`config.mk`:
```
export PLATFORM = sky130hd
export DESIGN_NAME = pflash_front
export DESIGN_NICKNAME = d
export VERILOG_FILES = /design/src/rtl/pflash_pkg.sv /design/src/rtl/pflash_sync.sv /design/src/rtl/pflash_deglitch.sv /design/src/rtl/pflash_front.sv
export SDC_FILE = /design/constraint.sdc
export NUM_CORES = 1
export LEC_CHECK = 0
export BUFFER_PORTS_ARGS = -buffer_cell sky130_fd_sc_hd__buf_2
export CAP_MARGIN = 30
export CORE_ASPECT_RATIO = 1.25
export CORE_MARGIN = 2
export CORE_UTILIZATION = 45
export CTS_CLUSTER_DIAMETER = 40
export DETAILED_ROUTE_END_ITERATION = 6
export PLACE_DENSITY = 0.76
export SYNTH_ARGS = -nofsm -noshare
export SYNTH_HDL_FRONTEND = slang
export SYNTH_SLANG_ARGS = --single-unit
```
`constraint.sdc`:
```
create_clock -name clk -period 2.6 [get_ports clk]
set_clock_uncertainty 0.1 [all_clocks]
set_input_delay 0.52 -clock clk [delete_from_list [all_inputs] [get_ports clk]]
set_output_delay 0.52 -clock clk [all_outputs]
set_load 0.01 [all_outputs]
```
`src/rtl/pflash_pkg.sv`:
```
package pflash_pkg;

  typedef enum logic [2:0] {
    OP_STANDBY = 3'd0,
    OP_READ    = 3'd1,
    OP_WRITE   = 3'd2,
    OP_OUT_OFF = 3'd3,
    OP_AUTO_SB = 3'd4
  } bus_op_e;

  localparam logic [7:0] MFR_CODE     = 8'h20;
  localparam logic [7:0] DEV_CODE_TOP = 8'hD3;
  localparam logic [7:0] DEV_CODE_BOT = 8'hD4;

  // identification byte chosen by address bits [1:0]
  function automatic logic [7:0] ident_byte(input logic top_boot, input logic [1:0] sel);
    if (sel[1])      return 8'h00;
    else if (sel[0]) return top_boot ? DEV_CODE_TOP : DEV_CODE_BOT;
    else             return MFR_CODE;
  endfunction

  // pin value for a read, given width mode and byte lane
  function automatic logic [15:0] lane_value(input logic wide, input logic lane,
                                             input logic [15:0] word);
    if (wide) return word;
    return {8'h00, lane ? word[15:8] : word[7:0]};
  endfunction

endpackage

```
`src/rtl/pflash_sync.sv`:
```
module pflash_sync #(
  parameter int W = 1,
  parameter int STAGES = 2,
  parameter logic [W-1:0] RST_VAL = '0
) (
  input  logic         clk,
  input  logic         rst_n,
  input  logic [W-1:0] d,
  output logic [W-1:0] q
);
  logic [W-1:0] stg [STAGES];

  for (genvar i = 0; i < STAGES; i++) begin : g_stage
    if (i == 0) begin : g_first
      always_ff @(posedge clk or negedge rst_n)
        if (!rst_n) stg[0] <= RST_VAL;
        else        stg[0] <= d;
    end else begin : g_next
      always_ff @(posedge clk or negedge rst_n)
        if (!rst_n) stg[i] <= RST_VAL;
        else        stg[i] <= stg[i-1];
    end
  end

  assign q = stg[STAGES-1];
endmodule

```
`src/rtl/pflash_deglitch.sv`:
```
module pflash_deglitch #(
  parameter int GLITCH_CYC = 3
) (
  input  logic clk,
  input  logic rst_n,
  input  logic pin_n,   // synchronized active-low enable
  output logic act      // qualified active level
);
  localparam int CW = (GLITCH_CYC > 1) ? $clog2(GLITCH_CYC) : 1;
  localparam logic [CW-1:0] LAST = CW'(GLITCH_CYC - 1);

  logic [CW-1:0] low_cnt;

  always_ff @(posedge clk or negedge rst_n)
    if (!rst_n)              low_cnt <= '0;
    else if (pin_n)          low_cnt <= '0;
    else if (low_cnt != LAST) low_cnt <= low_cnt + 1'b1;

  assign act = !pin_n && (low_cnt == LAST);

  if (GLITCH_CYC > 1) begin : g_chk
    // a qualified level never starts on the first low sample
    assert_no_first_cycle_R7: assert property (@(posedge clk) disable iff (!rst_n)
      $rose(act) |-> !$past(pin_n));
  end
endmodule

```
`src/rtl/pflash_front.sv`:
```
module pflash_front
  import pflash_pkg::*;
#(
  parameter int ADDR_W      = 17,
  parameter int SYNC_STAGES = 2,
  parameter int GLITCH_CYC  = 4,
  parameter int AUTO_IDLE   = 64,
  parameter bit TOP_BOOT    = 1'b1
) (
  input  logic              clk,
  input  logic              rst_n,
  input  logic              ce_n,
  input  logic              oe_n,
  input  logic              we_n,
  input  logic              bw16,
  input  logic [ADDR_W-1:0] addr,
  input  logic [15:0]       dq_in,
  input  logic              id_mode,
  input  logic [15:0]       arr_data,
  output logic [ADDR_W-1:0] rd_addr,
  output logic [15:0]       dq_out,
  output logic              dq_oe_lo,
  output logic              dq_oe_hi,
  output logic              cmd_valid,
  output logic [ADDR_W:0]   cmd_addr,
  output logic [15:0]       cmd_data,
  output logic              wr_proto_err,
  output logic              standby,
  output logic              auto_standby,
  output logic [2:0]        bus_op
);
  localparam int SW = 4 + ADDR_W + 16;
  localparam int IW = $clog2(AUTO_IDLE + 1);
  localparam logic [SW-1:0] SYNC_RST = {4'b1111, {(ADDR_W + 16){1'b0}}};
  localparam logic [IW-1:0] IDLE_MAX = IW'(AUTO_IDLE);

  // ---- synchronized pin image (controls, address, data kept aligned)
  logic [SW-1:0] pins_s;
  logic ce_s, oe_s, we_s, bw16_s;
  logic [ADDR_W-1:0] addr_s;
  logic [15:0] dq_s;

  pflash_sync #(.W(SW), .STAGES(SYNC_STAGES), .RST_VAL(SYNC_RST)) u_sync (
    .clk(clk), .rst_n(rst_n),
    .d({ce_n, oe_n, we_n, bw16, addr, dq_in}), .q(pins_s));

  assign {ce_s, oe_s, we_s, bw16_s, addr_s, dq_s} = pins_s;

  // ---- glitch-qualified enables
  logic ce_act, we_act;
  pflash_deglitch #(.GLITCH_CYC(GLITCH_CYC)) u_ce_flt (
    .clk(clk), .rst_n(rst_n), .pin_n(ce_s), .act(ce_act));
  pflash_deglitch #(.GLITCH_CYC(GLITCH_CYC)) u_we_flt (
    .clk(clk), .rst_n(rst_n), .pin_n(we_s), .act(we_act));

  // ---- named internal events
  logic low_bit, wr_sel, wr_sel_q, wr_start, wr_end, rd_go, idle_hit;
  logic [ADDR_W:0] full_addr, prev_addr;
  logic [ADDR_W:0] lat_addr;
  logic            err_seen;
  logic [IW-1:0]   idle_cnt;

  assign low_bit   = bw16_s ? 1'b0 : dq_s[15];
  assign full_addr = {addr_s, low_bit};
  assign wr_sel    = ce_act && we_act;
  assign wr_start  = wr_sel && !wr_sel_q;   // later falling edge
  assign wr_end    = !wr_sel && wr_sel_q;   // earlier rising edge
  assign rd_go     = ce_act && !oe_s && !we_act;
  assign idle_hit  = (idle_cnt == IDLE_MAX);
  assign rd_addr   = addr_s;

  // ---- write capture
  always_ff @(posedge clk or negedge rst_n)
    if (!rst_n) begin
      wr_sel_q     <= 1'b0;
      lat_addr     <= '0;
      err_seen     <= 1'b0;
      cmd_valid    <= 1'b0;
      cmd_addr     <= '0;
      cmd_data     <= '0;
      wr_proto_err <= 1'b0;
    end else begin
      wr_sel_q     <= wr_sel;
      wr_proto_err <= wr_sel && !oe_s;
      if (wr_start) begin
        lat_addr <= full_addr;
        err_seen <= !oe_s;
      end else if (wr_sel && !oe_s) begin
        err_seen <= 1'b1;
      end
      cmd_valid <= wr_end && !err_seen;
      if (wr_end) begin
        cmd_addr <= lat_addr;
        cmd_data <= bw16_s ? dq_s : {8'h00, dq_s[7:0]};
      end
    end

  // ---- read path, idle tracking and operation decode
  always_ff @(posedge clk or negedge rst_n)
    if (!rst_n) begin
      prev_addr    <= '0;
      idle_cnt     <= '0;
      dq_out       <= '0;
      dq_oe_lo     <= 1'b0;
      dq_oe_hi     <= 1'b0;
      standby      <= 1'b1;
      auto_standby <= 1'b0;
      bus_op       <= OP_STANDBY;
    end else begin
      prev_addr <= full_addr;
      if (!rd_go || full_addr != prev_addr) idle_cnt <= '0;
      else if (!idle_hit)                   idle_cnt <= idle_cnt + 1'b1;

      dq_out <= id_mode ? {8'h00, ident_byte(TOP_BOOT, addr_s[1:0])}
                        : lane_value(bw16_s, low_bit, arr_data);
      dq_oe_lo     <= rd_go;
      dq_oe_hi     <= rd_go && bw16_s;
      standby      <= !ce_act;
      auto_standby <= rd_go && idle_hit;

      if (!ce_act)      bus_op <= OP_STANDBY;
      else if (we_act)  bus_op <= OP_WRITE;
      else if (oe_s)    bus_op <= OP_OUT_OFF;
      else if (idle_hit) bus_op <= OP_AUTO_SB;
      else              bus_op <= OP_READ;
    end

  // ---- assertions
  assert_no_drive_oe_R6: assert property (@(posedge clk) disable iff (!rst_n)
    oe_s |=> (!dq_oe_lo && !dq_oe_hi));
  assert_byte_hi_off_R8: assert property (@(posedge clk) disable iff (!rst_n)
    !bw16_s |=> !dq_oe_hi);
  assert_cmd_one_cycle_R4: assert property (@(posedge clk) disable iff (!rst_n)
    cmd_valid |=> !cmd_valid);
  assert_err_drops_write_R5: assert property (@(posedge clk) disable iff (!rst_n)
    wr_proto_err |=> !cmd_valid);
  assert_standby_quiet_R10: assert property (@(posedge clk) disable iff (!rst_n)
    standby |-> !dq_oe_lo);
  assert_auto_in_read_R11: assert property (@(posedge clk) disable iff (!rst_n)
    auto_standby |-> dq_oe_lo);
endmodule

```
Word-level counts from Yosys, hierarchy flattened:

Index checks and enable logic that the tools add are counted.

* register bits after elaboration: 182
* bits of input ports: 56
* output and inout port bits: 76
* logic and storage cells: 74

* add/sub/neg operators: 3
* eq/ne operators: 7
* multiplexer cells: 21
* reductions and logical operators: 24

Operators with widths (count)
* $mux 16: 4
* $mux 8: 3
* $ne 18x18->1: 1
* $mux 7: 2
* $mux 3: 4
* $logic_and 1x1->1: 11
* $logic_not 1->1: 9
* $mux 2: 4
* $add 7x1->7 const B: 1
* $eq 7x7->1 const B: 1
* $reduce_bool 2->1: 3
* $add 2x1->2 const B: 2
* $eq 2x2->1 const B: 2
* $mux 1: 4
* $ne 2x2->1 const B: 2
* $ne 2x1->1 const B: 1
* $logic_or 1x1->1: 1

Longest topological paths before layout:

Gate-level depths: netlist (run 1).

* depth after elaboration: 7
* mapped depth: 7
* depth with buffers taken out: 5

Modules after synthesis:

From an unflattened synthesis (run 1), not the netlist that was laid out.

* cell total of the unflattened synthesis: 413
* area total of the unflattened synthesis: 6236.0 um^2

Modules (own cells, without submodules)
* pflash_front: times used 1, cells an instance 286, area each 3906.2 um^2, seq. area each 2603.7 um^2
* pflash_sync: times used 1, cells an instance 111, area each 2139.6 um^2, seq. area each 1861.8 um^2
* pflash_deglitch: times used 2, cells an instance 8, area each 95.1 um^2, seq. area each 50.0 um^2

Least setup slack after synthesis (run 1):

OpenSTA, ideal clock, no wires.

* kind: register to register
* start: reg u_ce_flt.low_cnt[0]
* end: reg lat_addr[10]
* setup time: 0.125 ns
* data arrival time: 1.461 ns
* data required time: 2.375 ns
* setup slack: 0.913 ns
* cell stages (with the launch flop): 7
* buffers on the path: 2
* period minus slack after synthesis: 1.687 ns
* path through: dfrtp_1 > ha_1 > nand4bb_1 > buf_6 > nor2_8 > buf_12 > mux2_4

* longest elaborated chain between the ends: 4

RTL lines
* start: declaration: RTL line pflash_deglitch.sv:12 `logic [CW-1:0] low_cnt;`
* start signal: assignment: RTL line pflash_deglitch.sv:17 `else if (low_cnt != LAST) low_cnt <= low_cnt + 1'b1;`
* $eq 2x2->1: RTL line pflash_deglitch.sv:19 `assign act = !pin_n && (low_cnt == LAST);`
* $logic_and 1x1->1: RTL line pflash_deglitch.sv:19
* $logic_and 1x1->1: RTL line pflash_front.sv:65 `assign wr_sel = ce_act && we_act;`
* $logic_and 1x1->1: RTL line pflash_front.sv:66 `assign wr_start = wr_sel && !wr_sel_q;`
* end signal: assignment: RTL line pflash_front.sv:86 `lat_addr <= full_addr;`
* end: declaration: RTL line pflash_front.sv:59 `logic [ADDR_W:0] lat_addr;`

No other way between the ends.
A chain may end at the register's enable or synchronous reset.

Worst setup path after layout (run 1):

* start: reg u_ce_flt.low_cnt[0]
* end: reg cmd_addr[14]

* longest elaborated chain between the ends: 5

RTL lines
* $eq 2x2->1: RTL line pflash_deglitch.sv:19
* $logic_and 1x1->1: RTL line pflash_deglitch.sv:19
* $logic_and 1x1->1: RTL line pflash_front.sv:65
* $logic_not 1->1: RTL line pflash_front.sv:67 `assign wr_end = !wr_sel && wr_sel_q;`
* $logic_and 1x1->1: RTL line pflash_front.sv:67
* end signal: assignment: RTL line pflash_front.sv:93 `cmd_addr <= lat_addr;`
* end: declaration: RTL line pflash_front.sv:25 `output logic [ADDR_W:0] cmd_addr,`

No other way between the ends.

==> results.sh, run 1 <==
export IMPL_core_area_mm2=0.0138
export IMPL_synth_nets=451
export IMPL_dpl_hpwl_um=7830
export IMPL_grt_max_degree=68
export IMPL_synth_edff_count=0
export IMPL_insertedDiodeCount=0
export IMPL_ant_nets=0
export IMPL_netlist_top_cell_by_area="dfrtp_1"
export IMPL_hold_viol_final=0
export IMPL_gp_routability_congestion=0.841
export IMPL_synth_top_area_share=0.687
export IMPL_firstDrtPassIters=4
export IMPL_dieArea_mm2=0.0150
export IMPL_end_kind="flop"
export IMPL_relSlewSlack=0.651
export IMPL_hold_depth=1
export IMPL_cts_tree="yes"
export IMPL_cellInternalPower_mw=4.90
export IMPL_vias=3336
export IMPL_cts_resized=0
export IMPL_synth_area_leaders="dfrtp_1 69%, mux2_4 7.9%, dfstp_2 3.8%, xor2_1 2.6%, buf_4 2.1%"
export IMPL_peakVddDrop_mv=0.410
export IMPL_synth_simple_area_share=0.0736
export IMPL_setup_tns_ps=0
export IMPL_syn_area_mm2=0.00631
export IMPL_h_tree_depth=4
export IMPL_drc=0
export IMPL_syn_area_per_cell_um2=16.1
export IMPL_fp_dieW_um=110
export IMPL_max_freq_mhz=452
export IMPL_rsz0062_at_grt="no"
export IMPL_post_route_period_util=0.852
export IMPL_cts_hold_buf=1
export IMPL_arrival_ps=2410
export IMPL_cts_path_max_buffers=2
export IMPL_wl_per_cell_um=15.8
export IMPL_worstPathMaxFanout=17
export IMPL_cts_setup_buffers=0
export IMPL_nets=585
export IMPL_dieHeight_um=136
export IMPL_clk_root_buffer_cell="clkbuf_16"
export IMPL_slew_violations=0
export IMPL_routed_wl_um=11300
export IMPL_drtIter0Drc=129
export IMPL_clockPowerShare=0.447
export IMPL_cp_required_ps=2800
export IMPL_start_kind="flop"
export IMPL_p_sw_mw=1.26
export IMPL_async_reset_ff_frac=1.00
export IMPL_cts_buffers=17
export IMPL_synthFlopType="dfrtp_1"
export IMPL_cts_sinks=182
export IMPL_synth_top_family_by_area="multiplexers"
export IMPL_synth_mux_area_frac=0.105
export IMPL_ys_warn_count=0
export IMPL_status="complete, no violations"
export IMPL_reg2reg_depth=5
export IMPL_p_total_mw=6.16
export IMPL_switching_share=0.205
export IMPL_synthCells=391
export IMPL_grt_pass1_wl_um=18300
export IMPL_fin_crit_ps=2210
export IMPL_synth_most_common_cell="dfrtp_1"
export IMPL_num_rows=48
export IMPL_clk_pin_slew_worst_paths_ps=60
export IMPL_setup_viol=0
export IMPL_grt_ovfl_total=0
export IMPL_yosys_register_bits=182
export IMPL_yosysSeqAreaShare=0.724
export IMPL_regToRegSetupSlack_ps=390
export IMPL_ys_types=38
export IMPL_grt_usage=0.163
export IMPL_synth_compound_area_share=0.0181
export IMPL_syn_to_final_growth_pct=22.4
export IMPL_leakage_nw=3.95
export IMPL_hold_path_class="in2reg"
export IMPL_clock_latency_ps=420
export IMPL_power_frac_comb=0.056
export IMPL_yosys_area_share_adder=0.00794
export IMPL_port_buffers=131
export IMPL_start_util=0.459
export IMPL_grt_pass1_vias=3593
export IMPL_via_per_inst=4.68
export IMPL_setup_worst_path_class="reg2reg"
export IMPL_powerDensity_mw_per_mm2=798
export IMPL_synthTopCellsByCount="173 x dfrtp_1, 33 x mux2_4, 31 x nand2_1, 19 x xor2_1, 18 x buf_4"
export IMPL_max_slew_worst_pin_slew_ps=524
export IMPL_seqPwrFrac=0.498
export IMPL_drv_cap=0
export IMPL_drive_gt1_frac=0.428
export IMPL_antenna_found_initial=0
export IMPL_ioPinCount=132
export IMPL_synth_xor_area_share=0.0347
per-stage QoR:
step	instances	hold slack, ps	worst slack, ps	cell area, um^2	util
2_1_floorplan	391	124	913	6310	-
3_3_place_gp	680	231	463	7070	0.514
3_5_place_dp	680	235	399	7070	0.514
4_1_cts	713	77.3	391	7720	0.561
5_1_grt	713	77.4	275	7720	0.561
6_report	713	95.1	386	7720	0.561
critical path, cell delays in order, from the launching register on:
cell       delay [ps]
dfrtp_1           370
ha_1              280
nand4bb_1         430
nand2_4           370
buf_12            220
mux2_4            320
cells in the final DEF (no fill, tap or decap), drive strengths merged, types with 2 or more instances in the layout:
master,Yosys,layout
nand2b,3,3
xnor2,6,6
ha,4,4
a31oi,5,5
dfstp,9,9
nand3b,2,2
mux2,44,44
nand2,32,32
and2,9,9
buf,24,138
clkbuf,1,25
xor2,19,19
inv,6,6
nand4,2,2
dfrtp,173,173
nor2b,2,2
bufinv,0,5
clkinv,0,2
nor3,9,9
a21oi,3,3
o21ai,11,11
nor2,11,11
nor4,5,5
mux2i,4,4
nand3,2,2
path summary, 6_finish.rpt:
path                                      from              to
min in group asynchronous                rst_n    prev_addr[9]
min                                       we_n  u_sync.stg[71]
max in group asynchronous                rst_n  u_sync.stg[72]
min reg2reg                     u_sync.stg[48]    u_sync.q[11]
max                        u_ce_flt.low_cnt[0]    cmd_addr[14]
max reg2reg                u_ce_flt.low_cnt[0]    cmd_addr[14]
power groups by stage:
| stage | registers, mW | logic, mW | clock network (mW) |
|---|---|---|---|
| floorplan | 3.11 | 0.166 | 0 |
| global placement | 3.11 | 0.333 | 0 |
| detailed placement | 3.11 | 0.347 | 0 |
| CTS | 3.07 | 0.351 | 2.82 |
| global route | 3.08 | 0.383 | 2.95 |
| finish | 3.07 | 0.342 | 2.75 |
sequential cells by signal (all words and copies together) (netlist names):
register	count
u_sync.q	37
u_sync.stg	37
cmd_addr	18
lat_addr	18
prev_addr	18
cmd_data	16
dq_out	16
idle_cnt	7
bus_op	3
u_ce_flt.low_cnt	2
u_we_flt.low_cnt	2
auto_standby	1
cmd_valid	1
dq_oe_hi	1
dq_oe_lo	1
err_seen	1
standby	1
wr_proto_err	1
wr_sel_q	1
logic make-up (layout without fill, tap and decap cells):
group,after synthesis,after routing
AOI/OAI and AO/OA,20,20
xor gates and xnor gates,25,25
adders and majority gates,4,4
buffers and inverters,31,178
DFF,182,182
muxes,48,48
and+or+nand+nor,81,81
final cells by class:
cell class,instances,area (um^2)
Clock buffer,24,472
Clock inverter,8,171
Fill cell,1103,6030
Inverter,6,25.0
Multi-Input combinational cell,178,1510
Sequential cell,182,4570
Tap cell,175,219
Timing Repair Buffer,140,759
layer usage:
metal | share of wire | global-route usage | vias up
li1 | - | - | 1551
met1 | 0.42 | 0.213 | 1683
met2 | 0.52 | 0.253 | 85
met3 | 0.043 | 0.0422 | 17
met4 | 0.019 | 0.0767 | 0
met5 | 0 | 0 | -
(Power assumes the default switching activity.)
==> run 2: changes to the inputs <==
Settings changed: CORE_ASPECT_RATIO 1.25 to 0.9.
==> run 2 against run 1 <==
  * Global-route usage fell by 0.12 points
  * Combinational power barely moved
  * Sequential share of layout area rose by 0.64 points
  * Final cell count fell by 0.84%
  * First-iteration DRC count rose by 22%
  * Sequential power barely moved
  * Worst hold slack improved by 2.3 ps
  * Flip-flop and latch count did not move
  * Critical path depth did not move
  * Total power fell by 3.9%
  * Die area barely moved
  * Via count fell by 0.78%
  * Critical path type unchanged
  * Critical endpoint is now cmd_data[9]
  * Largest power group unchanged
==> results.sh, run 2 (synthesis results as in run 1) <==
export IMPL_ant_nets=0
export IMPL_grt_pass1_wl_um=18000
export IMPL_regToRegSetupSlack_ps=340
export IMPL_cp_required_ps=2790
export IMPL_worstPathMaxFanout=27
export IMPL_via_per_inst=4.68
export IMPL_clock_latency_ps=420
export IMPL_start_kind="flop"
export IMPL_post_route_period_util=0.870
export IMPL_path_cells="ha_1 -> nand4bb_1 -> nand2_4 -> buf_4 -> o21ai_0"
export IMPL_critPathLaunch="u_ce_flt.low_cnt[0]"
export IMPL_max_freq_mhz=442
export IMPL_met2_length_um=5360
export IMPL_drive_gt1_frac=0.424
export IMPL_routed_wl_um=11300
export IMPL_arrival_ps=2450
export IMPL_p_total_mw=5.92
export IMPL_slew_violations=0
export IMPL_layout_setup_ws_ps=339
export IMPL_rr_startpoint="u_ce_flt.low_cnt[0]"
export IMPL_relSlewSlack=0.612
export IMPL_preCtsSetupSlack_ps=297
export IMPL_ioPinCount=132
export IMPL_dieHeight_um=116
export IMPL_cts_sinks=182
export IMPL_rsz0062_at_grt="no"
export IMPL_end_kind="flop"
export IMPL_h_tree_depth=4
export IMPL_gp_routability_congestion=0.758
export IMPL_drc=0
export IMPL_grt_usage=0.162
export IMPL_wl_met1_um=5130
export IMPL_final_common_cell="dfrtp_1"
export IMPL_wl_per_cell_um=15.9
export IMPL_max_slew_worst_pin_slew_ps=581
export IMPL_port_buffers=131
export IMPL_final_cell_mix="173 x dfrtp_1, 130 x buf_2, 33 x mux2_4"
export IMPL_clk_root_buffer_cell="clkbuf_16"
export IMPL_fin_crit_ps=2260
export IMPL_drv_cap=0
export IMPL_reg2reg_depth=5
export IMPL_powerDensity_mw_per_mm2=775
export IMPL_leakage_nw=3.91
export IMPL_cts_resized=0
export IMPL_cts_buffers=17
export IMPL_drtIter0Drc=157
export IMPL_setup_viol=0
export IMPL_cts_path_max_buffers=2
export IMPL_dieArea_mm2=0.0150
export IMPL_cts_tree="yes"
export IMPL_firstDrtPassIters=4
export IMPL_status="complete, no violations"
export IMPL_endpoint="cmd_data[9]"
export IMPL_setup_tns_ps=0
export IMPL_start_util=0.455
export IMPL_clk_pin_slew_worst_paths_ps=60
export IMPL_top_layer="met4"
export IMPL_fp_dieW_um=129
export IMPL_syn_to_final_growth_pct=21.1
export IMPL_grt_ovfl_total=0
export IMPL_peakVddDrop_mv=0.539
export IMPL_insertedDiodeCount=0
export IMPL_num_rows=41
export IMPL_setup_worst_path_class="reg2reg"
export IMPL_grt_max_degree=57
export IMPL_core_area_mm2=0.0139
export IMPL_vias=3310
export IMPL_slowest_stage="nand2_4"
export IMPL_wl_met3_um=577
export IMPL_antenna_found_initial=0
export IMPL_nets=582
export IMPL_timing_rr_end="cmd_data[9]"
export IMPL_cpPeakStageDelay_ps=590
export IMPL_grt_pass1_vias=3450
export IMPL_hold_path_class="in2reg"
export IMPL_hold_viol_final=0
export IMPL_dpl_hpwl_um=7810
==> run 2: power breakdown <==
group          internal [mW]  switching, mW  total [mW]
combinational          0.159          0.183       0.342
sequential              2.98         0.0775        3.06
clock                   1.52          0.997        2.52
total                   4.66           1.26        5.92
==> run 2: worst min path at each step <==
stage	start	endpoint	slack, ps	cells after the start
after global routing	we_n	u_sync.stg[71]	70	1
after detailed placement	u_sync.stg[56]	u_sync.q[19]	230	0
after global placement	u_sync.stg[55]	u_sync.q[18]	230	0
final	we_n	u_sync.stg[71]	100	1
after CTS	we_n	u_sync.stg[71]	70	1
after floorplan	rst_n	auto_standby	120	0
==> run 2: per-stage QoR <==
step	std cells	instance area [um^2]	hold WS, ps	utilization
CTS	707	7640	72.1	0.551
global placement	674	7040	231	0.508
floorplan	391	6310	124	-
global route	707	7640	73.7	0.551
detailed placement	674	7040	235	0.508
finish	707	7640	97.4	0.551
==> run 2: final cells by class <==
| class | count | area [um^2] |
|---|---|---|
| tap | 172 | 215 |
| inverter | 6 | 25.0 |
| clock inverter | 6 | 90.1 |
| timing repair buffer | 137 | 734 |
| clock buffer | 26 | 499 |
| fill | 1126 | 6210 |
| sequential | 182 | 4570 |
| multi-input combinational | 178 | 1510 |
==> run 2: critical path, delay by kind of cell, from the launching register on <==
family | cells | cell delay (ps)
buffers and inverters | 1 | 290
flip-flops | 1 | 360
AND/OR/NAND/NOR | 2 | 990
adder cells (fa/ha/maj) | 1 | 270
AO/OA/AOI/OAI | 1 | 120
==> run 2: metal layers <==
metal,up-vias,global-route usage
li1,1547,-
met1,1658,0.215
met2,87,0.242
met3,18,0.0609
met4,0,0.0645
met5,-,0
==> run 2: timing repair <==
action	4_1_cts	5_1_grt
buffers inserted	0	0
hold buffers	1	0
hold endpoints to repair	41	0
